--- config.mk ---
export PLATFORM = sky130hd
export DESIGN_NAME = tod_host_regs
export DESIGN_NICKNAME = d
export VERILOG_FILES = /design/src/rtl/tod_regs_pkg.sv /design/src/rtl/tod_addr_decode.sv /design/src/rtl/tod_snapshot.sv /design/src/rtl/tod_time_stage.sv /design/src/rtl/tod_cfg_regs.sv /design/src/rtl/tod_host_regs.sv
export SDC_FILE = /design/constraint.sdc
export NUM_CORES = 1
export LEC_CHECK = 0
export BUFFER_PORTS_ARGS = -buffer_cell sky130_fd_sc_hd__buf_4
export CORE_ASPECT_RATIO = 1.1
export CORE_MARGIN = 2
export CORE_UTILIZATION = 53
export CTS_CLUSTER_DIAMETER = 50
export DETAILED_ROUTE_END_ITERATION = 6
export PLACE_DENSITY = 0.86
export SYNTH_ARGS = -nofsm -noshare
export SYNTH_HDL_FRONTEND = slang
export SYNTH_HIERARCHICAL = 1
export SYNTH_SLANG_ARGS = --single-unit
--- constraint.sdc ---
create_clock -name clk -period 4.3 [get_ports clk]
set_input_delay 0.645 -clock clk [delete_from_list [all_inputs] [get_ports clk]]
set_output_delay 0.645 -clock clk [all_outputs]
set_load 0.02 [all_outputs]
--- src/rtl/tod_regs_pkg.sv ---
package tod_regs_pkg;
  localparam int NREG = 9;
  localparam int DATA_W = 32;

  typedef enum int {
    RG_FREQ = 0, RG_SEC_HI = 1, RG_SEC_LO = 2, RG_NSEC = 3, RG_PERIOD = 4,
    RG_ADJ_PER = 5, RG_ADJ_CNT = 6, RG_DRIFT = 7, RG_DRIFT_RATE = 8
  } reg_idx_e;

  // byte offset of each register slot
  function automatic logic [15:0] reg_offset(input int idx);
    case (idx)
      0: reg_offset = 16'h0038;
      1: reg_offset = 16'h0100;
      2: reg_offset = 16'h0104;
      3: reg_offset = 16'h0108;
      4: reg_offset = 16'h0110;
      5: reg_offset = 16'h0114;
      6: reg_offset = 16'h0118;
      7: reg_offset = 16'h011C;
      default: reg_offset = 16'h0120;
    endcase
  endfunction

  // keep the low w bits of a host word, clear the rest
  function automatic logic [DATA_W-1:0] keep_low(input logic [DATA_W-1:0] v, input int w);
    logic [DATA_W-1:0] m;
    m = '0;
    for (int i = 0; i < DATA_W; i++) m[i] = (i < w);
    keep_low = v & m;
  endfunction
endpackage

--- src/rtl/tod_addr_decode.sv ---
module tod_addr_decode
  import tod_regs_pkg::*;
#(
  parameter int ADDR_W = 12
) (
  input  logic [ADDR_W-1:0] addr,
  output logic [NREG-1:0]   sel
);
  for (genvar i = 0; i < NREG; i++) begin : g_cmp
    localparam logic [15:0] OFF = reg_offset(i);
    assign sel[i] = (addr == OFF[ADDR_W-1:0]);
  end

  always_comb begin
    p_sel_onehot_r9: assert ($onehot0(sel));
  end
endmodule

--- src/rtl/tod_snapshot.sv ---
module tod_snapshot #(
  parameter int SEC_W = 48
) (
  input  logic             clk,
  input  logic             rst_n,
  input  logic             capture,
  input  logic [SEC_W-1:0] live_sec,
  output logic [SEC_W-1:0] snap_sec
);
  always_ff @(posedge clk) begin
    if (!rst_n)       snap_sec <= '0;
    else if (capture) snap_sec <= live_sec;
  end

  p_snap_hold_r2: assert property (@(posedge clk) disable iff (!rst_n)
    !capture |=> $stable(snap_sec));
endmodule

--- src/rtl/tod_time_stage.sv ---
module tod_time_stage #(
  parameter int SEC_W = 48
) (
  input  logic             clk,
  input  logic             rst_n,
  input  logic             wr_hi,
  input  logic             wr_lo,
  input  logic             wr_ns,
  input  logic [31:0]      wdata,
  output logic             time_load,
  output logic [SEC_W-1:0] load_sec,
  output logic [31:0]      load_ns
);
  localparam int HI_W = SEC_W - 32;

  logic [HI_W-1:0] stage_hi;
  logic [31:0]     stage_lo;

  always_ff @(posedge clk) begin
    if (!rst_n) begin
      stage_hi  <= '0;
      stage_lo  <= '0;
      time_load <= 1'b0;
      load_sec  <= '0;
      load_ns   <= '0;
    end else begin
      if (wr_hi) stage_hi <= wdata[HI_W-1:0];
      if (wr_lo) stage_lo <= wdata;
      time_load <= wr_ns;
      if (wr_ns) begin
        load_sec <= {stage_hi, stage_lo};
        load_ns  <= wdata;
      end
    end
  end

  p_load_stable_r4: assert property (@(posedge clk) disable iff (!rst_n)
    !wr_ns |=> $stable(load_sec) && $stable(load_ns));
endmodule

--- src/rtl/tod_cfg_regs.sv ---
module tod_cfg_regs
  import tod_regs_pkg::*;
#(
  parameter int PER_W = 20,
  parameter int CNT_W = 20,
  parameter int DRIFT_W = 16,
  parameter logic [PER_W-1:0] NOMINAL_PERIOD = '0
) (
  input  logic               clk,
  input  logic               rst_n,
  input  logic               wr_en,
  input  logic [NREG-1:0]    sel,
  input  logic [31:0]        wdata,
  output logic [PER_W-1:0]   period,
  output logic [PER_W-1:0]   adj_period,
  output logic               adj_start,
  output logic [CNT_W-1:0]   adj_count,
  output logic [DRIFT_W-1:0] drift_step,
  output logic [DRIFT_W-1:0] drift_interval
);
  logic evt_cnt_write;
  assign evt_cnt_write = wr_en && sel[RG_ADJ_CNT] && (wdata[CNT_W-1:0] != '0);

  always_ff @(posedge clk) begin
    if (!rst_n) begin
      period         <= NOMINAL_PERIOD;
      adj_period     <= '0;
      adj_start      <= 1'b0;
      adj_count      <= '0;
      drift_step     <= '0;
      drift_interval <= '0;
    end else begin
      if (wr_en && sel[RG_PERIOD])     period         <= wdata[PER_W-1:0];
      if (wr_en && sel[RG_ADJ_PER])    adj_period     <= wdata[PER_W-1:0];
      if (wr_en && sel[RG_DRIFT])      drift_step     <= wdata[DRIFT_W-1:0];
      if (wr_en && sel[RG_DRIFT_RATE]) drift_interval <= wdata[DRIFT_W-1:0];
      adj_start <= evt_cnt_write;
      if (evt_cnt_write) adj_count <= wdata[CNT_W-1:0];
    end
  end

  p_start_nonzero_r8: assert property (@(posedge clk) disable iff (!rst_n)
    adj_start |-> adj_count != '0);
  p_start_cause_r8: assert property (@(posedge clk) disable iff (!rst_n)
    adj_start |-> $past(wr_en && sel[RG_ADJ_CNT]));
endmodule

--- src/rtl/tod_host_regs.sv ---
module tod_host_regs
  import tod_regs_pkg::*;
#(
  parameter int ADDR_W = 12,
  parameter int SEC_W = 48,
  parameter int PER_W = 20,
  parameter int CNT_W = 20,
  parameter int DRIFT_W = 16,
  parameter logic [31:0] CLK_HZ = 32'd125_000_000,
  parameter logic [PER_W-1:0] NOMINAL_PERIOD = 20'h80000
) (
  input  logic               clk,
  input  logic               rst_n,
  input  logic               host_valid,
  input  logic               host_write,
  input  logic [ADDR_W-1:0]  host_addr,
  input  logic [31:0]        host_wdata,
  output logic [31:0]        host_rdata,
  output logic               host_rvalid,
  input  logic [SEC_W-1:0]   live_sec,
  input  logic [31:0]        live_ns,
  input  logic [CNT_W-1:0]   live_adj_left,
  output logic               time_load,
  output logic [SEC_W-1:0]   load_sec,
  output logic [31:0]        load_ns,
  output logic [PER_W-1:0]   period,
  output logic [PER_W-1:0]   adj_period,
  output logic               adj_start,
  output logic [CNT_W-1:0]   adj_count,
  output logic [DRIFT_W-1:0] drift_step,
  output logic [DRIFT_W-1:0] drift_interval
);
  localparam int HI_W = SEC_W - 32;

  logic [NREG-1:0]  sel;
  logic             rd_en, wr_en;
  logic             evt_ns_read, evt_ns_write;
  logic [SEC_W-1:0] snap_sec;
  logic [31:0]      rd_mux;

  assign rd_en        = host_valid && !host_write;
  assign wr_en        = host_valid && host_write;
  assign evt_ns_read  = rd_en && sel[RG_NSEC];
  assign evt_ns_write = wr_en && sel[RG_NSEC];

  tod_addr_decode #(.ADDR_W(ADDR_W)) u_dec (.addr(host_addr), .sel(sel));

  tod_snapshot #(.SEC_W(SEC_W)) u_snap (
    .clk(clk), .rst_n(rst_n), .capture(evt_ns_read),
    .live_sec(live_sec), .snap_sec(snap_sec));

  tod_time_stage #(.SEC_W(SEC_W)) u_stage (
    .clk(clk), .rst_n(rst_n),
    .wr_hi(wr_en && sel[RG_SEC_HI]), .wr_lo(wr_en && sel[RG_SEC_LO]),
    .wr_ns(evt_ns_write), .wdata(host_wdata),
    .time_load(time_load), .load_sec(load_sec), .load_ns(load_ns));

  tod_cfg_regs #(.PER_W(PER_W), .CNT_W(CNT_W), .DRIFT_W(DRIFT_W),
                 .NOMINAL_PERIOD(NOMINAL_PERIOD)) u_cfg (
    .clk(clk), .rst_n(rst_n), .wr_en(wr_en), .sel(sel), .wdata(host_wdata),
    .period(period), .adj_period(adj_period), .adj_start(adj_start),
    .adj_count(adj_count), .drift_step(drift_step), .drift_interval(drift_interval));

  always_comb begin
    rd_mux = '0;
    if (sel[RG_FREQ])       rd_mux = CLK_HZ;
    if (sel[RG_SEC_HI])     rd_mux = keep_low(32'(snap_sec[SEC_W-1:32]), HI_W);
    if (sel[RG_SEC_LO])     rd_mux = snap_sec[31:0];
    if (sel[RG_NSEC])       rd_mux = live_ns;
    if (sel[RG_PERIOD])     rd_mux = keep_low(32'(period), PER_W);
    if (sel[RG_ADJ_PER])    rd_mux = keep_low(32'(adj_period), PER_W);
    if (sel[RG_ADJ_CNT])    rd_mux = keep_low(32'(live_adj_left), CNT_W);
    if (sel[RG_DRIFT])      rd_mux = keep_low(32'(drift_step), DRIFT_W);
    if (sel[RG_DRIFT_RATE]) rd_mux = keep_low(32'(drift_interval), DRIFT_W);
  end

  always_ff @(posedge clk) begin
    if (!rst_n) begin
      host_rvalid <= 1'b0;
      host_rdata  <= '0;
    end else begin
      host_rvalid <= rd_en;
      host_rdata  <= rd_en ? rd_mux : '0;
    end
  end

  p_rvalid_r10: assert property (@(posedge clk) disable iff (!rst_n)
    rd_en |=> host_rvalid);
  p_no_rvalid_r10: assert property (@(posedge clk) disable iff (!rst_n)
    !rd_en |=> !host_rvalid);
  p_load_after_ns_r4: assert property (@(posedge clk) disable iff (!rst_n)
    evt_ns_write |=> time_load);
  p_no_stray_load_r4: assert property (@(posedge clk) disable iff (!rst_n)
    !evt_ns_write |=> !time_load);
  p_freq_word_r5: assert property (@(posedge clk) disable iff (!rst_n)
    rd_en && sel[RG_FREQ] |=> host_rdata == CLK_HZ);
  p_unmapped_zero_r9: assert property (@(posedge clk) disable iff (!rst_n)
    rd_en && (sel == '0) |=> host_rdata == '0);
endmodule

==> results of run 1 <==
layout make-up:
cell class              instances  area, µm²
multi-input cells             874       6180
diodes                          2       5.00
clock buffers                  46        946
fillers                      1790       7120
well taps                     305        382
flip-flops and latches        303       6070
repair buffers                378       2890
inverters                      16       60.1
clock inverters                12        123
metrics by stage:
| step | std cells | setup WS, ns | hold slack, ns |
|---|---|---|---|
| floorplan | 1297 | 1.09 | 0.465 |
| global placement | 1876 | 1.05 | 0.468 |
| detailed placement | 1876 | 0.949 | 0.479 |
| CTS | 1934 | 1.45 | 0.383 |
| global route | 1935 | 1.33 | 0.389 |
| finish | 1936 | 1.47 | 0.399 |
critical path, stage by stage:
cell	delay, ns
buf_4	0.11
or4b_1	0.73
nor4_2	0.35
nor2b_1	0.89
a221oi_1	0.20
o32ai_1	0.29
layout by cell type (no fill, tap or decap), types with 15 or more instances in the layout:
master	n
mux2i_1	176
inv_1	16
a21boi_0	70
o311ai_2	19
dfxtp_1	303
nor2b_1	202
nand3_1	47
nand2_1	185
a221oi_1	15
and2_1	16
buf_4	373
a21oi_1	15
clkbuf_16	34
power by group through the flow:
stage                     clock [mW]  combinational [mW]  sequential (mW)
final                           2.77               0.262             2.81
after global routing            2.94               0.274             2.81
after CTS                       2.81               0.260             2.81
after detailed placement           0               0.259             2.87
after global placement             0               0.260             2.87
after floorplan                    0              0.0838             2.87
worst min path at each step:
| stage | startpoint | slack [ns] | to |
|---|---|---|---|
| finish | live_sec[20] | 0.40 | u_snap/snap_sec[20] |
| floorplan | u_snap/snap_sec[23] | 0.46 | host_rdata[23] |
| detailed placement | u_cfg/drift_interval[1] | 0.48 | u_cfg/drift_interval[1] |
| CTS | live_sec[21] | 0.38 | u_snap/snap_sec[21] |
| global placement | u_cfg/adj_period[6] | 0.47 | u_cfg/adj_period[6] |
| global route | live_sec[11] | 0.39 | u_snap/snap_sec[11] |
state kept, by name, indices dropped and copies added, names as in the netlist, 20 cells and up:
| register | flops |
|---|---|
| u_cfg/adj_period | 20 |
| u_cfg/period | 20 |
| u_snap/snap_sec | 48 |
| u_stage/stage_lo | 32 |
| u_stage/load_ns | 32 |
| u_cfg/adj_count | 20 |
| u_stage/load_sec | 48 |
| host_rdata | 32 |
cell families after synthesis:
logic type / synth area share, %
AOI/OAI and AO/OA: 13.1
buffers and inverters: 5.49
DFF: 47.0
muxes: 13.7
and+or+nand+nor: 20.7
metal layers:
layer  global-route usage, %  up-vias  wire length, µm
li1                        -     5117                -
met1                    35.5     5163            15300
met2                    50.8      545            19400
met3                    10.2      105             4440
met4                    12.2        2             1640
met5                       0        -               16
==> metrics.md, run 1 <==
| Metric | Value |
|---|---|
| Status | completed |
| PnR Total Power | 5.84 mW |
| Part of the cycle the worst path needs | 65.8% |
| Starting density of the core | around 54% |
| Hold-critical path depth | 3 |
| Reg2Reg Depth | 4 |
| Final instance area | roughly 17000 µm² |
| Total grt overflow | 0 |
| Number of synthesized register bits | between 300 and 400 |
| Top-count cell post-synth | dfxtp_1 |
| Nets | 1755 |
| Count of final setup violators | 0 |
| Hpwl dp | 28.1 mm |
| Clock buffer count from CTS | 34 |
| Tightest Hold Check Type | input pin to flip-flop |
| Skew-Pair Late Insertion Delay | slightly above 0.5 ns |
| DR vias | 10932 |
| Register area share after synthesis | 47.0% |
| CTS tree | yes |
| PD cells | 351 nW/µm² |
| Post-synth EDFFs | 0 |
| Slew Viols, Final | 0 |
| DRC viols | 0 |
| DP Area | approximately 16000 µm² |
| DRT iter0 DRCs | 916 |
| Die Y | 168 µm |
| Core box area | 23800 µm² |
| Sequential cell fraction of total power | 48.0% |
| Post-CTS resize count | 0 |
| Reg2reg start | u_snap/snap_sec[12] |
| Die width | 153 µm |
| Syn_area_per_cell | 9.95 µm² |
| Total clock sinks | 303 |
| Slew headroom | 27.6% |
| RSZ-0062 raised after global routing | false |
| Drt pass-1 iters | 7 |
| R2R Path End | host_rdata[12] |
| Net Sw Frac | between 20% and 30% |
| Synth unique cells | 53 |
| Routability congestion estimate | 0.966 |
| Max FO, Critical Path | 11 |
| Combinational fraction of design power | 4.5% |
| Reg-to-reg slack, setup | 3.11 ns |
| Slew @ Worst Pin | 1.08 ns |
| Synth top cells by count | dfxtp_1 (303), nor2b_1 (203), nand2_1 (185) |
| Synth Flop Type | dfxtp_1 |
| Number of warnings issued by yosys | 6 |
| Synthesized cell area | 12900 µm² |
| Die area | 25600 µm² |
| Synth Net Count | 1445 |
| Yosys top cell by area | dfxtp_1 |
| CTS Hold Buffers Added | 0 |
| Maxcap violations | 0 |
| Layout Utilization | 70.1% |
| Int Power | 4.56 mW |
| Nature of the critical path startpoint | input pin |
| Critical Path End Type | flip-flop |
| Worst-path clk slew | 0.06 ns |
| H-Tree Depth | 2 |
| Async set-reset flop share out of synthesis | 0% |
| Leak | ~6.0 nW |
| # Post-CTS Setup Buffers | 0 |
| Cells after Synth | 1297 |
| WL/cell | approximately 21 µm |
| Worst path required time | 4.69 ns |
| Crit path to | host_rdata[4] |
| TNS Setup | 0 ns |
| Total Wirelength | 40.8 mm |
| Clk buf depth | 3 |
| Fmax | ~0.35 GHz |
| Proportion of layout cells with a drive suffix above 1 | 28.9% |
| WS Path Type | input pin to flip-flop |
| NetSw | approximately 1.3 mW |
| Worst Path Arrival | 3.22 ns |
| I/O pins | around 360 |
| Layout area overhead | 29.0% |
| Post-route ant nets | 0 |
| VDD IR max | 0.341 mV |
| Synth top area cells | dfxtp_1 (47%), mux2i_1 (14%), nor2b_1 (9.8%) |
| Worst Skew | 0.0240 ns |
| Largest net degree at the start of global routing | 220 |
| Initial antenna violation count | 3 |
| Via-to-Cell Ratio | approximately 5.6 |
| GRT Util Overall | 30.2% |
| Vias in the first global route | around 11000 |
| Top cell type's share of synthesized area | a little under half |
| Crit path launch | host_addr[9] |
| Final hold vios | 0 |
| I/O Buffers | 354 |
| Standard-cell row count | around 60 |
| Root buffer cell | clkbuf_16 |
| Period minus WS final | about 2.8 ns |
| Global-route wire length before repair | roughly 61 mm |
| Power share of the clock group | a little under half |
Note: power is estimated with default switching activity, not from simulation.
==> run 2, diff against run 1 <==
Settings changed: CORE_UTILIZATION 53 to 47, PLACE_DENSITY 0.86 to 0.81.
Clock period 4.3 ns to 2.5 ns, I/O delays scaled along.
==> run 2 against run 1 <==
Sequential share of layout area shrank 1.6 points. Sequential power is 72% higher. Clock skew down 0.015 ns. First-iteration DRC count grew 0.87%. Clock power up 81%. Non-clock buffer count is 53 higher. Register-to-register slack lost 1.8 ns. Critical path type unchanged. Critical endpoint is now host_rdata[13].
==> metrics.md, run 2 (synthesis results as in run 1) <==
| Metric | Value |
|---|---|
| DR vias | 11130 (+1.8%) |
| Post-CTS resize count | 0 (unchanged) |
| Starting density of the core | 47.9% (-6.4 points) |
| Die area | 28800 µm² (+12%) |
| Reg-to-reg slack, setup | 1.31 ns (-1.80 ns) |
| Reg2reg start | u_cfg/period[14] |
| I/O Buffers | 354 (unchanged) |
| Top cell by count, worst path | buf_4 |
| Max FO, Critical Path | 22 (+11) |
| Status | completed |
| Total clock sinks | 303 (unchanged) |
| Die width | 162 µm (+6.0%) |
| Min-Delay Startpoint | live_ns[30] |
| VDD IR max | 0.468 mV (+37%) |
| Fmax | 0.438 GHz |
| Worst Skew | 0.00879 ns (-0.0152 ns) |
| TNS Setup | 0 ns (unchanged) |
| Hpwl dp | 30.2 mm (+7.5%) |
| Crit-path max cell delay | 0.62 ns (-0.27 ns) |
| Period minus WS final | 2.28 ns |
| Routability congestion estimate | 0.898 (-7.1%) |
| Nature of the critical path startpoint | input pin |
| PD cells | 592 nW/µm² (+69%) |
| Die Y | 178 µm (+6.0%) |
| Total Wirelength | 42.5 mm (+4.2%) |
| DRT iter0 DRCs | 924 (+0.87%) |
| Fill cell count | 2189 (+22%) |
| Post-route ant nets | 0 (unchanged) |
| Nets | 1808 (+3.0%) |
| Leak | 6.40 nW (+6.0%) |
| Worst path top cell family by delay | simple AND/OR/NAND/NOR gates |
| Most frequent cells in the layout | buf_4 (412), dfxtp_1 (303), nor2b_1 (202), nand2_1 (185), mux2i_1 (176) |
| Clock buffer count from CTS | 34 (unchanged) |
| PnR Total Power | 10.3 mW (+76%) |
| # Post-CTS Setup Buffers | 0 (unchanged) |
| Standard-cell row count | 63 (+6.8%) |
| Slew Viols, Final | 0 (unchanged) |
| Worst path bufs/invs | 4 (+3) |
| Commonest non-fill, non-tap cell in the layout | buf_4 |
| Clk buf depth | 3 (unchanged) |
| Worst Path Arrival | 2.65 ns (-0.57 ns) |
| H-Tree Depth | 2 (unchanged) |
| Layout Utilization | 64.6% (-5.5 points) |
| Crit-path cells | buf_4 -> or4_4 -> buf_4 -> nor4_4 -> buf_4 -> buf_4 -> o21ai_0 -> a211oi_1 -> o32ai_1 |
| Drt pass-1 iters | 5 (-2) |
| Slew @ Worst Pin | 0.946 ns (-0.137 ns) |
| Layout area overhead | 34.9% |
| Slew headroom | 36.9% (+9.3 points) |
| CTS tree | yes |
| Root buffer cell | clkbuf_16 |
| Core box area | 27000 µm² (+13%) |
| Regs by FF count | u_snap/snap_sec (48), u_stage/load_sec (48) |
| WS Path Type | input pin to flip-flop |
| Worst path required time | 2.87 ns (-1.82 ns) |
| Skew-Pair Late Insertion Delay | 0.50 ns (about the same) |
| CTS Hold Buffers Added | 0 (unchanged) |
| Final hold vios | 0 (unchanged) |
| Critical Path End Type | flip-flop |
| Hold-critical path depth | 3 (unchanged) |
| Total grt overflow | 0 (unchanged) |
| GRT Util Overall | 28.3% (-1.9 points) |
| Initial antenna violation count | 3 (unchanged) |
| Global-route wire length before repair | 63.0 mm (+3.2%) |
| I/O pins | 355 (unchanged) |
| Tightest Hold Check Type | input pin to flip-flop |
| Vias in the first global route | 11001 (+2.8%) |
| Via-to-Cell Ratio | 5.45 (-3.5%) |
| Hold endpoint | host_rdata[30] |
| Maxcap violations | 0 (unchanged) |
| RSZ-0062 raised after global routing | false |
| Part of the cycle the worst path needs | about 91% |
| Proportion of layout cells with a drive suffix above 1 | 31.7% (+2.8 points) |
| Worst path slowest cell | or4_4 |
| Count of final setup violators | 0 (unchanged) |
| Largest net degree at the start of global routing | 240 (+9.1%) |
| Worst-path clk slew | 0.06 ns (about the same) |
| Reg2Reg Depth | 4 (unchanged) |
| WL/cell | 20.8 µm (-1.2%) |
| R2R Path End | host_rdata[14] |
| DRC viols | 0 (unchanged) |
## run 2: area by class of cell
cell class	instances	area [µm²]	share of cell area [%]
Inverter	16	60.1	0.345
Clock inverter	12	109	0.625
Timing Repair Buffer	431	3460	19.9
Antenna cell	2	5.00	0.0288
Tap cell	357	447	2.57
Multi-Input combinational cell	874	6220	35.7
Sequential cell	303	6070	34.9
Clock buffer	47	1030	5.94
## run 2: worst min-delay path: cells and delay by family
kind                   cells  cell delay [ns]
buffers and inverters      1             0.08
and+or+nand+nor            1             0.08
AOI/OAI and AO/OA          1             0.07
## run 2: metrics by stage
stage / worst slack (ns) / hold WS (ns) / instances / cell area, µm²
after CTS: 0.182 / 0.124 / 2040 / 17400
after detailed placement: -0.305 / 0.475 / 1981 / 16300
after floorplan: -0.117 / 0.465 / 1297 / 13000
after global placement: -0.308 / 0.469 / 1981 / 16300
after global routing: 0.0865 / 0.137 / 2041 / 17400
final: 0.217 / 0.138 / 2042 / 17400
## run 2: worst max path at each step
stage                 start                  end  slack [ns]  cells after the start
2_1_floorplan  host_addr[9]  u_snap/snap_sec[26]       -0.12                     12
4_1_cts        host_addr[8]       host_rdata[26]        0.18                      7
5_1_grt        host_addr[1]       host_rdata[13]        0.09                      9
3_3_place_gp   host_addr[1]       host_rdata[13]       -0.31                      9
6_report       host_addr[1]       host_rdata[13]        0.22                      9
3_5_place_dp   host_addr[8]       host_rdata[26]       -0.31                      7
## run 2: power by group
part | switching (mW) | internal, mW | total [mW]
Sequential | 0.000359 | 4.83 | 4.83
Combinational | 0.232 | 0.236 | 0.468
Clock | 2.01 | 3.01 | 5.01
## run 2: routing by layer
metal	global-route usage (%)	up-vias	part of all wire [%]	routed length, µm
met5	0	-	0.028	12
met2	48.7	482	49	20800
li1	-	5224	-	-
met4	11.7	2	3.6	1530
met1	32.7	5331	38	16100
met3	8.74	91	9.5	4050
